`src/rtl/rbk_pkg.sv`:
```
package rbk_pkg;
    typedef enum logic [1:0] {
        BK_DEV0_LO = 2'b00,
        BK_DEV0_HI = 2'b01,
        BK_DEV1_LO = 2'b10,
        BK_DEV1_HI = 2'b11
    } bank_e;
endpackage

```
`src/rtl/rbk_addr_decode.sv`:
```
module rbk_addr_decode #(
    parameter int ADDR_W = 16,
    parameter int L1_LO  = 9,
    parameter int L1_SEL = 3,
    parameter int L2_LO  = 6,
    parameter int L2_SEL = 5
) (
    input  logic              clk,
    input  logic              rst_n,
    input  logic [ADDR_W-1:0] addr,
    input  logic              wr,
    output logic              strobe
);
    localparam int L1_W = 2;
    localparam int L2_W = 3;
    localparam int L1_N = 1 << L1_W;
    localparam int L2_N = 1 << L2_W;

    logic [L1_W-1:0] l1_code;
    logic [L2_W-1:0] l2_code;
    logic [L1_N-1:0] l1_y_n;
    logic [L2_N-1:0] l2_y_n;
    logic            l2_en;
    logic            unused_addr;

    assign l1_code = addr[L1_LO+L1_W-1:L1_LO];
    assign l2_code = addr[L2_LO+L2_W-1:L2_LO];
    assign unused_addr = ^addr;

    // first level: 2-to-4, active-low outputs
    for (genvar gi = 0; gi < L1_N; gi++) begin : g_l1
        assign l1_y_n[gi] = ~(l1_code == L1_W'(gi));
    end

    // second level enabled by the chosen first-level output and a write
    assign l2_en = ~l1_y_n[L1_SEL] & wr;

    for (genvar gj = 0; gj < L2_N; gj++) begin : g_l2
        assign l2_y_n[gj] = ~(l2_en && (l2_code == L2_W'(gj)));
    end

    assign strobe = ~l2_y_n[L2_SEL];

    p_lvl1_r4: assert property (@(posedge clk) disable iff (!rst_n)
        strobe |-> (addr[L1_LO+1:L1_LO] == L1_W'(L1_SEL)));
    p_sel_r5: assert property (@(posedge clk) disable iff (!rst_n)
        strobe |-> (addr[L2_LO+2:L2_LO] == L2_W'(L2_SEL)));
    p_wronly_r6: assert property (@(posedge clk) disable iff (!rst_n)
        strobe |-> wr);
    p_l2_onehot_r5: assert property (@(posedge clk) disable iff (!rst_n)
        $onehot0(~l2_y_n));
endmodule

```
`src/rtl/rbk_bank_fsm.sv`:
```
module rbk_bank_fsm
    import rbk_pkg::*;
(
    input  logic       clk,
    input  logic       rst_n,
    input  logic       wd_rst_n,
    input  logic       wd_dis,
    input  logic       strobe,
    input  logic [1:0] wdata,
    output logic       page0,
    output logic       page1,
    output logic       page1_n
);
    bank_e state;
    bank_e nxt;
    logic  clr_n;

    assign clr_n = rst_n & (wd_rst_n | wd_dis);

    always_ff @(posedge clk or negedge clr_n) begin
        if (!clr_n) state <= BK_DEV0_LO;
        else        state <= nxt;
    end

    always_comb begin
        nxt = state;
        if (strobe) begin
            unique case (wdata)
                2'b00: nxt = BK_DEV0_LO;
                2'b01: nxt = BK_DEV0_HI;
                2'b10: nxt = BK_DEV1_LO;
                2'b11: nxt = BK_DEV1_HI;
            endcase
        end
    end

    always_comb begin
        unique case (state)
            BK_DEV0_LO: begin page1 = 1'b0; page0 = 1'b0; end
            BK_DEV0_HI: begin page1 = 1'b0; page0 = 1'b1; end
            BK_DEV1_LO: begin page1 = 1'b1; page0 = 1'b0; end
            BK_DEV1_HI: begin page1 = 1'b1; page0 = 1'b1; end
        endcase
        page1_n = ~page1;
    end

    p_load_r2: assert property (@(posedge clk) disable iff (!clr_n)
        strobe |=> (state == bank_e'($past(wdata))));
    p_hold_r12: assert property (@(posedge clk) disable iff (!clr_n)
        !strobe |=> $stable(state));
    p_wd_clear_r10: assert property (@(posedge clk) disable iff (!rst_n)
        (!wd_rst_n && !wd_dis) |-> (state == BK_DEV0_LO));
endmodule

```
`src/rtl/rbk_rom_window.sv`:
```
module rbk_rom_window #(
    parameter int ADDR_W  = 16,
    parameter int WIN_BIT = 13,
    parameter int WIN_TAG = 1
) (
    input  logic [ADDR_W-1:0] addr,
    input  logic              rd,
    input  logic              page0,
    input  logic              page1,
    output logic [1:0]        ce_n,
    output logic              a13
);
    localparam int TAG_W = ADDR_W - WIN_BIT;

    logic hit;
    logic unused_addr_lo;

    assign unused_addr_lo = ^addr[WIN_BIT-1:0];
    assign hit = rd && (addr[ADDR_W-1:WIN_BIT] == TAG_W'(WIN_TAG));

    for (genvar gd = 0; gd < 2; gd++) begin : g_dev
        assign ce_n[gd] = ~(hit && (page1 == gd[0]));
    end

    assign a13 = page0;
endmodule

```
`src/rtl/rom_bank_sel.sv`:
```
module rom_bank_sel #(
    parameter int ADDR_W  = 16,
    parameter int DATA_W  = 8,
    parameter int L1_LO   = 9,
    parameter int L1_SEL  = 3,
    parameter int L2_LO   = 6,
    parameter int L2_SEL  = 5,
    parameter int WIN_BIT = 13,
    parameter int WIN_TAG = 1
) (
    input  logic              clk,
    input  logic              rst_n,
    input  logic [ADDR_W-1:0] cpu_addr,
    input  logic              cpu_wr,
    input  logic              cpu_rd,
    input  logic [DATA_W-1:0] cpu_data,
    input  logic              wd_rst_n,
    input  logic              wd_dis,
    output logic              rom_q_ce_n,
    output logic              rom_np_ce_n,
    output logic              rom_a13,
    output logic              page1_n
);
    logic       strobe;
    logic       page0;
    logic       page1;
    logic [1:0] ce_n;
    logic       unused_data_hi;

    assign unused_data_hi = ^cpu_data[DATA_W-1:2];

    rbk_addr_decode #(
        .ADDR_W(ADDR_W), .L1_LO(L1_LO), .L1_SEL(L1_SEL),
        .L2_LO(L2_LO), .L2_SEL(L2_SEL)
    ) u_dec (
        .clk(clk), .rst_n(rst_n), .addr(cpu_addr), .wr(cpu_wr), .strobe(strobe)
    );

    rbk_bank_fsm u_fsm (
        .clk(clk), .rst_n(rst_n), .wd_rst_n(wd_rst_n), .wd_dis(wd_dis),
        .strobe(strobe), .wdata(cpu_data[1:0]),
        .page0(page0), .page1(page1), .page1_n(page1_n)
    );

    rbk_rom_window #(
        .ADDR_W(ADDR_W), .WIN_BIT(WIN_BIT), .WIN_TAG(WIN_TAG)
    ) u_win (
        .addr(cpu_addr), .rd(cpu_rd), .page0(page0), .page1(page1),
        .ce_n(ce_n), .a13(rom_a13)
    );

    assign rom_q_ce_n  = ce_n[0];
    assign rom_np_ce_n = ce_n[1];

    p_ce_idle_r8: assert property (@(posedge clk) disable iff (!rst_n)
        !cpu_rd |-> (rom_q_ce_n && rom_np_ce_n));
    p_ce_excl_r8: assert property (@(posedge clk) disable iff (!rst_n)
        !(!rom_q_ce_n && !rom_np_ce_n));
    p_inv_r9: assert property (@(posedge clk) disable iff (!rst_n)
        !rom_np_ce_n |-> !page1_n);
endmodule

```
`config.mk`:
```
export PLATFORM = sky130hd
export DESIGN_NAME = rom_bank_sel
export DESIGN_NICKNAME = d
export VERILOG_FILES = /design/src/rtl/rbk_pkg.sv /design/src/rtl/rbk_addr_decode.sv /design/src/rtl/rbk_bank_fsm.sv /design/src/rtl/rbk_rom_window.sv /design/src/rtl/rom_bank_sel.sv
export SDC_FILE = /design/constraint.sdc
export NUM_CORES = 1
export LEC_CHECK = 0
export ABC_CLOCK_PERIOD_IN_PS = 980
export BUFFER_PORTS_ARGS = -buffer_cell sky130_fd_sc_hd__buf_2
export CELL_PAD_IN_SITES_DETAIL_PLACEMENT = 1
export CELL_PAD_IN_SITES_GLOBAL_PLACEMENT = 2
export CORE_AREA = 4 4 41 43
export CTS_BUF_LIST = sky130_fd_sc_hd__clkbuf_8
export DETAILED_ROUTE_END_ITERATION = 12
export DIE_AREA = 0 0 45 47
export GPL_TIMING_DRIVEN = 0
export HOLD_SLACK_MARGIN = 0.08
export PLACE_DENSITY_LB_ADDON = 0.05
export SLEW_MARGIN = 5
export SYNTH_ARGS = -nofsm -noshare
export SYNTH_HDL_FRONTEND = slang
export SYNTH_SLANG_ARGS = --single-unit
```
`constraint.sdc`:
```
create_clock -name clk -period 0.98 [get_ports clk]
set_input_delay 0.049 -clock clk [delete_from_list [all_inputs] [get_ports clk]]
set_output_delay 0.049 -clock clk [all_outputs]
set_load 0.01 [all_outputs]
```
==> metrics.csv <==
metric;value;unit
status;completed;
crit_path_end_kind;primary output;
synth_fp_nets;42;
ctsHoldBuffers;5;
fin_crit;892;ps
cp.buffers_inverters;2;
synth_area_leaders;dfrtp_1 (40%), mux2_2 (18%), nor3b_2 (10%);
cts_root_buffer;clkbuf_8;
crit_cells;3;
synth-edff-count;0;
synth_top_area_share;40.4;%
worstPathCellList;inv_1 > nand2_1 > buf_2;
ys_seq_elements;2;
ir_drop;0.630;mV
yosysWarnings;0;
drc_errors;0;
hold_violations;0;
fin_tns_setup;0;ps
ant_nets;0;
antenna_found_initial;0;
syn_area_per_cell;10.3;µm²
netlist_instances;12;
netlist_area;124;µm²
r2r_cells;1;
routedWlPerCell;8.96;µm
grt_usage;5.13;%
largest_registers;u_fsm.state: 2 flops;
cts_sinks;2;
grt_overflow_total;0;
drt_iter0_drc;0;
start_kind;register;
grt_pass1_vias;181;
slew_viol_final;0;
min_path_cells;3;
synthTopCellsByCount;dfrtp_1 (2), mux2_2 (2), nand2_1 (2);
place.gp.congestion;0.617;
placedCellCount;46;
cts_setup_buffers;0;
top_register;u_fsm.state;
crit_family;flip-flops;
drt_wl_total;484;µm
clkTransAtPathRegs;30;ps
nets;71;
die_area;2120;µm²
finalSetupViolations;0;
relSlewSlack;77.4;%
largest_reg_flops;2;
cts_made_buffers;3;
cp_slowest_cell;dfrtp_1;
viasPerCell;3.59;
final_cells;54;
cts_buffer_depth;2;
critPathMaxFanout;3;
cts_max_level;1;
cts_tree;done;
start_util;9.52;%
synth_ff_type;dfrtp_1;
grt_pass1_wl;662;µm
layout_worst_path_cycle_share;91.0;%
rsz0062_at_grt;no;
die_x;45;µm
max_stage_delay;380;ps
worstSetupPathType;reg2out;
power.leakage;0.162;nW
powerDensity;1610;nW/µm²
max_freq;1120;MHz
nFillCells;168;
worst_pin_slew;334;ps
ioPinCount;34;
ctsResizeCount;0;
rows;13;
ys_seq_area_share;40.4;%
whs;213;ps
grt_max_degree;4;
required;930;ps
diodes;0;
worstHoldPathType;in2reg;
insertion_delay;210;ps
cap_viol_max_count;0;
port_buffers;19;
core;1300;µm²
layout-drive-gt1-share;64.1;%
area_growth_syn_to_layout;166;%
crit_arrival;840;ps
vias;194;
synth_top_area_cell;dfrtp_1;
synthArstFlopShare;100;%
synth_cell_type_count;9;
skew;0;ps
die_height;47;µm
drt_pass1_iterations;1;
[metal layers]
metal / global-route usage (%) / up-vias / share of wire [%]
li1: - / 97 / -
met1: 5.23 / 80 / 40
met2: 5.93 / 15 / 45
met3: 1.15 / 2 / 11
met4: 10.5 / 0 / 3.9
met5: 0 / - / 0
[cells in the final DEF (no fill, tap or decap)]
cell	n
nor4bb_1	1
nand4_1	1
clkbuf_8	3
dfrtp_1	2
nor3b_2	1
inv_1	1
o21a_1	1
nand2_1	2
buf_2	19
dlygate4sd3_1	5
clkbuf_1	1
mux2_2	2
[cell type report]
| class | count | area, µm² | area share (%) |
|---|---|---|---|
| plain buffers | 1 | 3.75 | 1.14 |
| clock buffers | 3 | 41.3 | 12.5 |
| inverters | 1 | 3.75 | 1.14 |
| multi-input cells | 8 | 66.3 | 20.2 |
| flip-flops and latches | 2 | 50.0 | 15.2 |
| well taps | 15 | 18.8 | 5.70 |
| repair buffers | 24 | 145 | 44.1 |
[kinds of logic (layout without fill, tap and decap cells)]
kind of cell / Yosys count / in the layout / synth area share, %
compound gates: 1 / 1 / 6.06
mux: 2 / 2 / 18.2
flops: 2 / 2 / 40.4
simple gates: 5 / 5 / 29.3
buf+inv: 2 / 29 / 6.05
[where the power goes]
| group | switching (mW) | internal [mW] | leakage, nW |
|---|---|---|---|
| Sequential | 0.0100 | 0.0994 | 0.0258 |
| Clock | 0.0575 | 0.259 | 0.0216 |
| Combinational | 0.0369 | 0.0666 | 0.114 |
| Total | 0.104 | 0.425 | 0.162 |
[tightest hold or removal path: stages]
cell     delay, ps
buf_2           80
nor3b_2         40
mux2_2         210
[final timing paths]
kind / startpoint / end / slack, ps
worst max-delay path: u_fsm.state[1] / rom_q_ce_n / 90
worst min-delay path: cpu_addr[7] / u_fsm.state[1] / 210
worst max register to register: u_fsm.state[1] / u_fsm.state[1] / 220
worst min register to register: u_fsm.state[0] / u_fsm.state[0] / 510
max in group asynchronous: rst_n / u_fsm.state[0] / 580
min in group asynchronous: wd_rst_n / u_fsm.state[1] / 270
[through the flow]
| stage | worst slack [ps] | power (mW) | instance area (µm²) | utilization [%] |
|---|---|---|---|---|
| floorplan | 153 | 0.149 | 124 | - |
| global placement | 13.5 | 0.199 | 238 | 18.3 |
| detailed placement | 7.95 | 0.201 | 238 | 18.3 |
| CTS | 68.2 | 0.543 | 329 | 25.3 |
| global route | 34.0 | 0.562 | 329 | 25.3 |
| finish | 87.9 | 0.529 | 329 | 25.3 |
(Power assumes the default switching activity.)
